==> config.mk <==
export PLATFORM = sky130hd
export DESIGN_NAME = hb_gate_ctl
export DESIGN_NICKNAME = d
export VERILOG_FILES = /design/src/rtl/hbg_pkg.sv /design/src/rtl/hbg_sync.sv /design/src/rtl/hbg_uvlo.sv /design/src/rtl/hbg_deadtime.sv /design/src/rtl/hb_gate_ctl.sv
export SDC_FILE = /design/constraint.sdc
export NUM_CORES = 1
export LEC_CHECK = 0
export BUFFER_PORTS_ARGS = -buffer_cell sky130_fd_sc_hd__buf_2
export CORE_AREA = 2 2 39 41
export CTS_CLUSTER_SIZE = 12
export DETAILED_ROUTE_END_ITERATION = 16
export DIE_AREA = 0 0 41 43
export GPL_ROUTABILITY_DRIVEN = 0
export GPL_TIMING_DRIVEN = 0
export PLACE_DENSITY = 0.64
export SLEW_MARGIN = 30
export SYNTH_ARGS = -nofsm -noshare
export SYNTH_HDL_FRONTEND = slang
export SYNTH_SLANG_ARGS = --single-unit
==> constraint.sdc <==
create_clock -name clk -period 1.1 [get_ports clk]
set_input_delay 0.055 -clock clk [delete_from_list [all_inputs] [get_ports clk]]
set_output_delay 0.055 -clock clk [all_outputs]
set_load 0.01 [all_outputs]
==> src/rtl/hbg_pkg.sv <==
package hbg_pkg;
   typedef struct packed {
      logic hi;
      logic lo;
   } hbg_pair_t;

   localparam int unsigned HBG_NUM_IN = 5;
endpackage

==> src/rtl/hbg_sync.sv <==
module hbg_sync #(
   parameter int unsigned WIDTH  = 1,
   parameter int unsigned STAGES = 2
) (
   input  logic             clk,
   input  logic             rst_n,
   input  logic [WIDTH-1:0] d_i,
   output logic [WIDTH-1:0] q_o
);
   if (STAGES < 2) begin : g_bad_stages
      $error("hbg_sync: STAGES must be at least 2");
   end

   logic [WIDTH-1:0] stage_q [STAGES];

   always_ff @(posedge clk or negedge rst_n) begin
      if (!rst_n) begin
         for (int i = 0; i < int'(STAGES); i++) stage_q[i] <= '0;
      end else begin
         stage_q[0] <= d_i;
         for (int i = 1; i < int'(STAGES); i++) stage_q[i] <= stage_q[i-1];
      end
   end

   assign q_o = stage_q[STAGES-1];
endmodule

==> src/rtl/hbg_uvlo.sv <==
module hbg_uvlo (
   input  logic clk,
   input  logic rst_n,
   input  logic low_i,
   input  logic ok_i,
   output logic lock_o
);
   // Lockout engaged from reset; the below-threshold flag wins.
   always_ff @(posedge clk or negedge rst_n) begin
      if (!rst_n)     lock_o <= 1'b1;
      else if (low_i) lock_o <= 1'b1;
      else if (ok_i)  lock_o <= 1'b0;
   end
endmodule

==> src/rtl/hbg_deadtime.sv <==
module hbg_deadtime
   import hbg_pkg::*;
#(
   parameter int unsigned DEADTIME = 4
) (
   input  logic      clk,
   input  logic      rst_n,
   input  logic      cmd_i,
   output hbg_pair_t drv_o
);
   localparam int unsigned CW = (DEADTIME < 2) ? 1 : $clog2(DEADTIME);
   localparam logic [CW-1:0] LOAD = CW'(DEADTIME - 1);

   if (DEADTIME < 1) begin : g_bad_dt
      $error("hbg_deadtime: DEADTIME must be at least 1");
   end

   logic [CW-1:0] cnt_q;
   hbg_pair_t     drv_q;

   always_ff @(posedge clk or negedge rst_n) begin
      if (!rst_n) begin
         drv_q <= '0;
         cnt_q <= '0;
      end else if (cmd_i) begin
         if (drv_q.lo) begin
            drv_q.lo <= 1'b0;
            cnt_q    <= LOAD;
         end else if (!drv_q.hi) begin
            if (cnt_q != '0) cnt_q    <= cnt_q - 1'b1;
            else             drv_q.hi <= 1'b1;
         end
      end else begin
         if (drv_q.hi) begin
            drv_q.hi <= 1'b0;
            cnt_q    <= LOAD;
         end else if (!drv_q.lo) begin
            if (cnt_q != '0) cnt_q    <= cnt_q - 1'b1;
            else             drv_q.lo <= 1'b1;
         end
      end
   end

   assign drv_o = drv_q;
endmodule

==> src/rtl/hb_gate_ctl.sv <==
module hb_gate_ctl
   import hbg_pkg::*;
#(
   parameter int unsigned SYNC_STAGES = 2,
   parameter bit          SINGLE_IN   = 1'b0,
   parameter int unsigned DEADTIME    = 4
) (
   input  logic clk,
   input  logic rst_n,
   input  logic hi_cmd_i,
   input  logic lo_cmd_i,
   input  logic sd_i,
   input  logic uv_low_i,
   input  logic uv_ok_i,
   output logic hs_drv_o,
   output logic ls_drv_o
);
   logic [HBG_NUM_IN-1:0] raw_in, syn_in;
   logic      s_hi, s_lo, s_sd, s_uvlow, s_uvok;
   logic      uv_lock;
   hbg_pair_t core, core_prev, rise;
   logic      new_cmd, sd_latched_q, blocked;

   assign raw_in = {hi_cmd_i, lo_cmd_i, sd_i, uv_low_i, uv_ok_i};

   hbg_sync #(.WIDTH(HBG_NUM_IN), .STAGES(SYNC_STAGES)) u_sync (
      .clk(clk), .rst_n(rst_n), .d_i(raw_in), .q_o(syn_in)
   );

   assign {s_hi, s_lo, s_sd, s_uvlow, s_uvok} = syn_in;

   hbg_uvlo u_uvlo (
      .clk(clk), .rst_n(rst_n), .low_i(s_uvlow), .ok_i(s_uvok), .lock_o(uv_lock)
   );

   // Command stage: one register in either variant keeps the delay equal.
   if (SINGLE_IN) begin : g_single
      hbg_deadtime #(.DEADTIME(DEADTIME)) u_dt (
         .clk(clk), .rst_n(rst_n), .cmd_i(s_hi), .drv_o(core)
      );
   end else begin : g_dual
      always_ff @(posedge clk or negedge rst_n) begin
         if (!rst_n) core <= '0;
         else        core <= '{hi: s_hi, lo: s_lo};
      end
   end

   always_ff @(posedge clk or negedge rst_n) begin
      if (!rst_n) core_prev <= '0;
      else        core_prev <= core;
   end

   assign rise    = core & ~core_prev;
   assign new_cmd = rise.hi | rise.lo;

   // Shutdown latch: set by the request, cleared by a fresh turn-on.
   always_ff @(posedge clk or negedge rst_n) begin
      if (!rst_n)       sd_latched_q <= 1'b0;
      else if (s_sd)    sd_latched_q <= 1'b1;
      else if (new_cmd) sd_latched_q <= 1'b0;
   end

   assign blocked = s_sd | uv_lock | (sd_latched_q & ~new_cmd);

   always_ff @(posedge clk or negedge rst_n) begin
      if (!rst_n) begin
         hs_drv_o <= 1'b0;
         ls_drv_o <= 1'b0;
      end else begin
         hs_drv_o <= core.hi & ~blocked;
         ls_drv_o <= core.lo & ~blocked;
      end
   end
endmodule

==> metrics.md, run 1 <==
| Metric | Value |
|---|---|
| Register area share after synthesis | 87.8% |
| Post-synthesis xor/xnor area fraction | 0% |
| Max Clock Skew | 0.000841 ns |
| Crit share post-route | 93.8% |
| Worst Tran Pin Value | about 0.37 ns |
| Rows | 14 |
| DR vias | around 280 |
| Maxcap violations | 0 |
| Synth-to-Final Area Change | 31.6% |
| Congestion Overflow GR | 0 |
| CTS clk-pin slew, worst paths | 0.09 ns |
| Routed Antenna Nets | 0 |
| Share of layout cells above drive strength 1 | 31.1% |
| Worst min-delay path category | in -> async |
| Setup Buffers After CTS | 0 |
| CP Launch Point | u_sync.q_o[2] |
| Worst-Skew Late Latency | approximately 0.28 ns |
| Unique masters post-synth | 8 |
| Final WS setup | just under 0.07 ns |
| Clock sinks | 18 |
| Final Non-Filler Cells | 61 |
| Routed WL | 700 um |
| Max_slew headroom | 75.1% |
| Clk pwr share | 33.0% |
| Post-synthesis net count | 34 |
| Avg WL per Cell | 11.5 um |
| PortBufs | 8 |
| Synth Area in Simple Gates | roughly 6% |
| Die Span X | 41 um |
| RSZ-0062 raised after global routing | no |
| Fin nets | 53 |
| Fill count | approximately 130 |
| Total track usage | 12.4% |
| P per Cell Area | 1690 mW/mm^2 |
| Synthesized instance count | 27 |
| Leak | 0.000318 uW |
| Final setup viols | 0 |
| CTS buffer count | 3 |
| Clock root cell | clkbuf_4 |
| Peak Freq | 969 MHz |
| Die H | 43 um |
| Post-route DRC | 0 |
| TritonCTS clock tree | done |
| Period minus WS final | 1.03 ns |
| Synthesized cell area | between 500 and 600 sq um |
| CP Launch Type | flop |
| Most frequent cells in the layout | 17 x dfrtp_1, 8 x buf_2, 6 x dlygate4sd3_1, 3 x clkbuf_4 |
| Starting Density | a little under two fifths |
| Worst VDD drop | around 0.00087 V |
| IO Count | 9 |
| Adder-Cell Fraction of Synth Area | 0% |
| Largest net degree at the start of global routing | 19 |
| Core area | 0.00138 sq mm |
| Mux contribution to synthesized area | 0% |
| Status | finished, final reports clean |
| Seq. cell area | 452 sq um |
| Vias in the first global route | 330 |
| Place WS | 0.0581 ns |
| Die area | 0.00176 sq mm |
| DR vias/cell | approximately 4.6 |
| DRT Pass-1 Iters | 2 |
| DP Cell Count | slightly above 50 |
| Largest family of logic cells by synthesized area | simple AND/OR/NAND/NOR gates |
| First-pass GRT wire length | between 1000 and 1500 um |
| Sw frac | between 10% and 20% |
| Yosys warning count | 0 |
| Avg Inst Size Synth | 19.0 sq um |
| Worst reg2reg startpoint | u_sync.q_o[2] |
| Share of total power in sequential cells | 62.1% |
| Compound-Gate Fraction of Synth Area | 5.60% |
| Psw | ~220 uW |
| Final Max Slew Viols | 0 |
| Critical Path End Type | flop |
| H-tree levels | 1 |
| Initial DRC Count | 1 |
| Pint | about 930 uW |
| CP arrival | between 1 and 1.5 ns |
| Yosys reg bits | 18 |
| Critical-path maximum fanout | 3 |
| Initial antenna violation count | 0 |
| N_diodes | 0 |
| Longest Clk Path Bufs | 2 |
| Post-Route Setup TNS | 0 ns |
| CP required | 1.30 ns |
| Most common cell after layout, fill and taps aside | dfrtp_1 |
| CP Class | reg -> reg |
| Multi-input gate area | 65.1 sq um |
| Logic gate share of total power | 4.9% |
| Fin. Hold Viols | 0 |
-- layer usage --
layer	global-route usage (%)	vias to the layer above	wire length [um]
met5	0	-	0
met4	8.00	0	4
met3	4.71	2	36
met2	19.4	9	398
met1	13.2	142	260
li1	-	128	-
-- flip-flops by register name, indices dropped and copies added (netlist names) --
signal          count
hs_drv_o            1
u_sync.stage_q      5
u_uvlo.lock_o       1
core_prev           2
u_sync.q_o          5
sd_latched_q        1
ls_drv_o            1
core                2
-- what timing repair did --
item	in CTS	in global routing
gates resized for setup	0	1
setup endpoints to repair	0	1
hold endpoints to repair	23	0
hold buffers	6	0
-- power by group through the flow --
stage	combinational [uW]	clock, uW	sequential (uW)
after floorplan	12.3	0	721
after global placement	36.8	0	721
after detailed placement	40.5	0	725
after CTS	56.4	395	711
after global routing	65.1	425	716
final	56.3	378	711
-- worst paths after layout --
kind,endpoint,slack [ns],cells after the start
worst min register to register,u_sync.q_o[0],0.35,0
worst min-delay path,core_prev[1],0.22,2
worst max register to register,hs_drv_o,0.07,2
worst max-delay path,hs_drv_o,0.07,2
min in group clk,u_sync.q_o[0],0.35,0
max in group asynchronous,u_uvlo.lock_o,0.58,2
-- through the flow --
step                      utilization, %  power (uW)  area, sq um  hold WS [ns]
after floorplan                        -         733          514        -0.241
after CTS                           48.5        1160          671         0.216
after global routing                48.9        1210          677         0.256
final                               48.9        1150          677         0.215
after detailed placement            41.5         765          574      -0.00617
after global placement              41.5         758          574       -0.0220
-- logic make-up (layout without fill, tap and decap cells) --
family | after synthesis | in the layout
AO/OA/AOI/OAI | 4 | 4
buffers and inverters | 1 | 19
flip-flops | 18 | 18
AND/OR/NAND/NOR | 4 | 4
-- critical path, cell delays in order (launching register included) --
cell	delay, ns
dfrtp_1	0.40
or3b_1	0.39
a31oi_2	0.16
-- synthesized netlist by cell type --
cell type	n	area share [%]
nand2b_1	2	2.4
dfrtp_1	17	83
a21o_1	1	1.5
inv_1	1	0.73
dfstp_2	1	5.1
or3b_1	2	3.4
a31o_1	1	1.7
a31oi_1	2	2.4
-- area by class of cell --
cell class | count | area share [%]
flip-flops and latches | 18 | 66.7
repair buffers | 14 | 14.8
multi-input cells | 8 | 9.61
clock buffers | 4 | 5.36
well taps | 16 | 2.96
inverters | 1 | 0.555
(Power assumes the default switching activity.)
==> run 2: changes to the inputs <==
==> constraint.sdc (replaced) <==
create_clock -name clk -period 1.2 [get_ports clk]
set_input_delay 0.06 -clock clk [delete_from_list [all_inputs] [get_ports clk]]
set_output_delay 0.06 -clock clk [all_outputs]
set_load 0.01 [all_outputs]
==> run 2 against run 1 <==
  * Non-clock buffer count did not move
  * Hold slack improved by 0.0052 ns
  * Combinational power fell by 10%
  * Sequential cell count did not move
  * Critical path type unchanged
  * Final cell count did not move
  * Sequential power fell by 8.3%
  * Count of clock-buffer cells in the layout did not move
  * Clock power fell by 8.5%
  * Cell area fell by 0.92%
  * Wire length rose by 0.57%
  * Global-route usage did not move
==> metrics.md, run 2 (synthesis gave the netlist of run 1 again) <==
| Metric | Value |
|---|---|
| First-pass GRT wire length | 1360 um (unchanged) |
| CTS clk-pin slew, worst paths | 0.09 ns (about the same) |
| CP Class | reg -> reg (unchanged) |
| Avg WL per Cell | 11.5 um (about the same) |
| Logic gate share of total power | 4.8% (was 4.9%) |
| Design area | 671 sq um (was 677 sq um) |
| Longest Clk Path Bufs | 2 (unchanged) |
| Die H | 43 um (unchanged) |
| Worst Tran Pin Value | 0.374 ns (about the same) |
| Worst reg2reg startpoint | u_sync.q_o[2] (unchanged) |
| Routed WL | 704 um (was 700 um) |
| DP Cell Count | 51 (unchanged) |
| CTS buffer count | 3 (unchanged) |
| Share of total power in sequential cells | 62.2% (was 62.1%) |
| Final WS setup | 0.160 ns (was 0.0685 ns) |
| Initial antenna violation count | 0 (unchanged) |
| Critical-path maximum fanout | 3 (unchanged) |
| Period minus WS final | 1.04 ns (was 1.03 ns) |
| Post-Route Setup TNS | 0 ns (unchanged) |
| Sw frac | 18.8% (was 18.9%) |
| Vias in the first global route | 330 (unchanged) |
| Routed Antenna Nets | 0 (unchanged) |
| CP required | 1.40 ns (was 1.30 ns) |
| Core area | 0.00138 sq mm (unchanged) |
| Placed inst area | 574 sq um (unchanged) |
| Most frequent cells in the layout | 17 x dfrtp_1, 8 x buf_2, 6 x dlygate4sd3_1, 3 x clkbuf_4 (unchanged) |
| IO Count | 9 (unchanged) |
| Total track usage | 12.4% (unchanged) |
| RSZ-0062 raised after global routing | no (unchanged) |
| RR Endpoint | hs_drv_o (unchanged) |
| Post-cts hold buffer count | 6 (unchanged) |
| Final Max Slew Viols | 0 (unchanged) |
| Share of layout cells above drive strength 1 | 28.9% (was 31.1%) |
| Most common cell after layout, fill and taps aside | dfrtp_1 (unchanged) |
| Fin nets | 53 (unchanged) |
| Post-route DRC | 0 (unchanged) |
| Final Non-Filler Cells | 61 (unchanged) |
| Max Clock Skew | 0.000841 ns (unchanged) |
| Final setup viols | 0 (unchanged) |
| Maxcap violations | 0 (unchanged) |
| Initial DRC Count | 1 (unchanged) |
| Clk pwr share | 33.0% (about the same) |
| Largest net degree at the start of global routing | 19 (unchanged) |
| Clock root cell | clkbuf_4 (unchanged) |
| Die area | 0.00176 sq mm (unchanged) |
| Worst min-delay path category | in -> async (unchanged) |
| PortBufs | 8 (unchanged) |
| TritonCTS clock tree | done (unchanged) |
| Synth-to-Final Area Change | 30.4% (was 31.6%) |
| Fin. Hold Viols | 0 (unchanged) |
| P per Cell Area | 1560 mW/mm^2 (was 1690 mW/mm^2) |
| Place WS | 0.158 ns (was 0.0581 ns) |
| DR vias | 280 (was 281) |
| Congestion Overflow GR | 0 (unchanged) |
| CP Launch Type | flop (unchanged) |
| Critical Path End Type | flop (unchanged) |
| Hold Slack | 0.220 ns (was 0.215 ns) |
| Peak Freq | 962 MHz (was 969 MHz) |
| Die Span X | 41 um (unchanged) |
| Worst-Skew Late Latency | 0.28 ns (about the same) |
| Rows | 14 (unchanged) |
| N_diodes | 0 (unchanged) |
| Status | finished, final reports clean (unchanged) |
| Starting Density | 37.2% (unchanged) |
| Leak | 0.000318 uW (about the same) |
| CP arrival | 1.24 ns (was 1.23 ns) |
| Number of gates resized after cts | 0 (unchanged) |
| Worst reg2reg setup slack | 0.16 ns (was 0.07 ns) |
| Worst VDD drop | 0.000797 V (was 0.000870 V) |
| Psw | 197 uW (was 216 uW) |
| DRT Pass-1 Iters | 2 (unchanged) |
| Crit share post-route | 86.6% (was 93.8%) |
| Clock sinks | 18 (unchanged) |
| Max_slew headroom | 75.1% (about the same) |
| H-tree levels | 1 (unchanged) |
| Setup Buffers After CTS | 0 (unchanged) |
| DR vias/cell | 4.59 (was 4.61) |
| R2r worst-path depth | 2 (unchanged) |
| Pint | 852 uW (was 929 uW) |
[run 2: cell count changes in the layout (fill, tap and decap cells not counted)]
cell | previous run | this run
a31oi_2 | 1 | 0
a31oi_1 | 1 | 2
[run 2: worst max-delay path, stage by stage, from the launching register on]
cell and delay [ns]:
dfrtp_1 0.40, or3b_1 0.38, a31oi_1 0.18
[run 2: final cells by class]
cell class / count / area [sq um]
Clock buffer: 4 / 36.3
Fill cell: 127 / 713
Inverter: 1 / 3.75
Multi-Input combinational cell: 8 / 58.8
Sequential cell: 18 / 452
Tap cell: 16 / 20.0
Timing Repair Buffer: 14 / 100
[run 2: stage by stage]
stage / utilization [%] / power, uW
after floorplan: - / 672
after global placement: 41.5 / 695
after detailed placement: 41.5 / 701
after CTS: 48.5 / 1070
after global routing: 48.5 / 1100
final: 48.5 / 1050
[run 2: how the worst max path moves through the flow]
stage / start / end / depth (start not counted)
6_report: u_sync.q_o[2] / hs_drv_o / 2
5_1_grt: u_sync.q_o[2] / hs_drv_o / 2
4_1_cts: u_sync.q_o[2] / hs_drv_o / 2
3_5_place_dp: u_sync.q_o[2] / hs_drv_o / 2
3_3_place_gp: u_sync.q_o[2] / hs_drv_o / 2
2_1_floorplan: u_sync.q_o[2] / ls_drv_o / 2
[run 2: power groups by stage]
stage                     Clock [uW]  Sequential [uW]  Combinational, uW
after global placement             0              661               33.7
after floorplan                    0              661               11.3
after detailed placement           0              664               37.1
after global routing             390              656               58.5
final                            346              652               50.5
after CTS                        362              652               51.7
[run 2: per-layer routing]
layer | share of wire (%) | vias to the layer above | track usage, %
met5 | 0 | - | 0
met4 | 0.57 | 0 | 8.00
met3 | 5.1 | 2 | 4.71
met2 | 56 | 9 | 19.4
met1 | 38 | 141 | 13.2
li1 | - | 128 | -
==> run 3: changes to the inputs <==
--- a/config.mk
+++ b/config.mk
@@ -6,13 +6,15 @@
 export NUM_CORES = 1
 export LEC_CHECK = 0
 export BUFFER_PORTS_ARGS = -buffer_cell sky130_fd_sc_hd__buf_2
-export CORE_AREA = 2 2 39 41
+export CORE_AREA = 3 3 40 42
 export CTS_CLUSTER_SIZE = 12
 export DETAILED_ROUTE_END_ITERATION = 16
-export DIE_AREA = 0 0 41 43
+export DIE_AREA = 0 0 43 45
 export GPL_ROUTABILITY_DRIVEN = 0
 export GPL_TIMING_DRIVEN = 0
+export MAX_ROUTING_LAYER = met4
 export PLACE_DENSITY = 0.64
+export SETUP_SLACK_MARGIN = 0.2
 export SLEW_MARGIN = 30
 export SYNTH_ARGS = -nofsm -noshare
 export SYNTH_HDL_FRONTEND = slang
==> run 3 against run 2 <==
  * Hold slack worse by 0.0032 ns
  * Largest power group unchanged
  * Power down 5.1%
  * Maximum frequency up 5.7%
  * Largest cell class unchanged
  * Cell area down 0.56%
  * Critical path type unchanged
==> metrics.md, run 3 (synthesis gave the netlist of run 1 again) <==
| Metric | Value |
|---|---|
| Synth-to-Final Area Change | 29.7% (was 30.4%) |
| Post-Route Setup TNS | 0 ns (unchanged) |
| Number of gates resized after cts | 0 (unchanged) |
| Rows | 13 (was 14) |
| Congestion Overflow GR | 0 (unchanged) |
| Maxcap violations | 0 (unchanged) |
| TritonCTS clock tree | done (unchanged) |
| Status | finished, final reports clean (unchanged) |
| Worst Tran Pin Value | 0.371 ns (was 0.374 ns) |
| DR vias/cell | 4.41 (was 4.59) |
| Die Span X | 43 um (was 41 um) |
| N_diodes | 0 (unchanged) |
| Peak Freq | 1020 MHz (was 962 MHz) |
| Final WS setup | 0.217 ns (was 0.160 ns) |
| Critical Path End Type | flop (unchanged) |
| Total track usage | 8.94% (was 12.4%) |
| CP arrival | 1.19 ns (was 1.24 ns) |
| Clock root cell | clkbuf_4 (unchanged) |
| CTS buffer count | 3 (unchanged) |
| Final Max Slew Viols | 0 (unchanged) |
| Max_slew headroom | 75.2% (was 75.1%) |
| Place WS | 0.204 ns (was 0.158 ns) |
| P per Cell Area | 1490 mW/mm^2 (was 1560 mW/mm^2) |
| Fin nets | 54 (was 53) |
| Critical-path maximum fanout | 3 (unchanged) |
| Core area | 0.00128 sq mm (was 0.00138 sq mm) |
| Avg WL per Cell | 11.0 um (was 11.5 um) |
| Largest net degree at the start of global routing | 19 (unchanged) |
| Die area | 0.00194 sq mm (was 0.00176 sq mm) |
| Fin. Hold Viols | 0 (unchanged) |
| Vias in the first global route | 320 (was 330) |
| First-pass GRT wire length | 1200 um (was 1360 um) |
| Final setup viols | 0 (unchanged) |
| Most common cell after layout, fill and taps aside | dfrtp_1 (unchanged) |
| Post-route DRC | 0 (unchanged) |
| Worst min-delay path category | in -> async (unchanged) |
| Share of layout cells above drive strength 1 | 28.3% (was 28.9%) |
| IO Count | 9 (unchanged) |
| Clock sinks | 18 (unchanged) |
| Most frequent cells in the layout | 17 x dfrtp_1, 8 x buf_2, 6 x dlygate4sd3_1, 3 x clkbuf_4 (unchanged) |
| Initial DRC Count | 3 (was 1) |
| PortBufs | 8 (unchanged) |
| CP Class | reg -> reg (unchanged) |
| RSZ-0062 raised after global routing | yes (was no) |
| H-tree levels | 1 (unchanged) |
| Leak | 0.000317 uW (was 0.000318 uW) |
| Total chip power | 995 uW (was 1050 uW) |
| Routed WL | 669 um (was 704 um) |
| CP Launch Type | flop (unchanged) |
| Initial antenna violation count | 0 (unchanged) |
| Die H | 45 um (was 43 um) |
| DRT Pass-1 Iters | 2 (unchanged) |
| Worst VDD drop | 0.000770 V (was 0.000797 V) |
| DR vias | 269 (was 280) |
| Longest Clk Path Bufs | 2 (unchanged) |
| Hold Slack | 0.217 ns (was 0.220 ns) |
| Worst-Skew Late Latency | 0.28 ns (about the same) |
| Period minus WS final | 0.983 ns (was 1.04 ns) |
| Routed Antenna Nets | 0 (unchanged) |
| Max Clock Skew | 0.00528 ns (was 0.000841 ns) |
| CP required | 1.41 ns (was 1.40 ns) |
| Starting Density | 40.0% (was 37.2%) |
| Crit share post-route | 82.0% (was 86.6%) |
| CTS clk-pin slew, worst paths | 0.09 ns (about the same) |
==> run 3: area by class of cell <==
type / instances / area, sq um
sequential: 18 / 452
clock buffer: 4 / 26.3
inverter: 1 / 3.75
timing repair buffer: 15 / 108
multi-input combinational: 8 / 58.8
fill: 105 / 618
tap: 15 / 18.8
==> run 3: worst paths after layout <==
check,from,end,slack [ns],cells after the start
min in group clk,u_sync.stage_q[7],u_sync.q_o[2],0.35,0
hold / removal,rst_n,hs_drv_o,0.22,2
hold reg to reg,u_sync.stage_q[7],u_sync.q_o[2],0.35,0
max in group asynchronous,rst_n,u_uvlo.lock_o,0.67,2
setup / recovery,u_sync.q_o[2],hs_drv_o,0.22,2
setup reg to reg,u_sync.q_o[2],hs_drv_o,0.22,2
==> run 3: stage by stage <==
| stage | util [%] | std cells | instance area, sq um |
|---|---|---|---|
| 3_3_place_gp | 44.6 | 50 | 573 |
| 2_1_floorplan | - | 27 | 514 |
| 5_1_grt | 51.9 | 61 | 667 |
| 3_5_place_dp | 44.6 | 50 | 573 |
| 4_1_cts | 51.9 | 61 | 667 |
| 6_report | 51.9 | 61 | 667 |
==> run 3: report_power, final <==
group,switching [uW],internal (uW),total [uW]
Clock,163,129,292
Combinational,21.8,30.5,52.3
Sequential,12.6,639,651
==> run 3: timing repair <==
action,4_1_cts,5_1_grt
endpoints found under the hold margin,23,0
hold buffers,6,0
buffers inserted,1,0
setup endpoints to repair,1,2
pin swaps,1,0
==> run 3: critical path, cell delays in order (launching register included) <==
cell and delay (ns):
dfrtp_1 0.39, or3b_1 0.38, a31oi_1 0.14
==> run 3: layer usage <==
| metal | wire [um] | global-route usage (%) | vias to the layer above | part of all wire [%] |
|---|---|---|---|---|
| li1 | - | - | 129 | - |
| met1 | 277 | 9.23 | 131 | 41 |
| met2 | 347 | 15.3 | 9 | 52 |
| met3 | 44 | 2.39 | 0 | 6.6 |
| met4 | 0 | 5.42 | 0 | 0 |
| met5 | 0 | - | - | 0 |
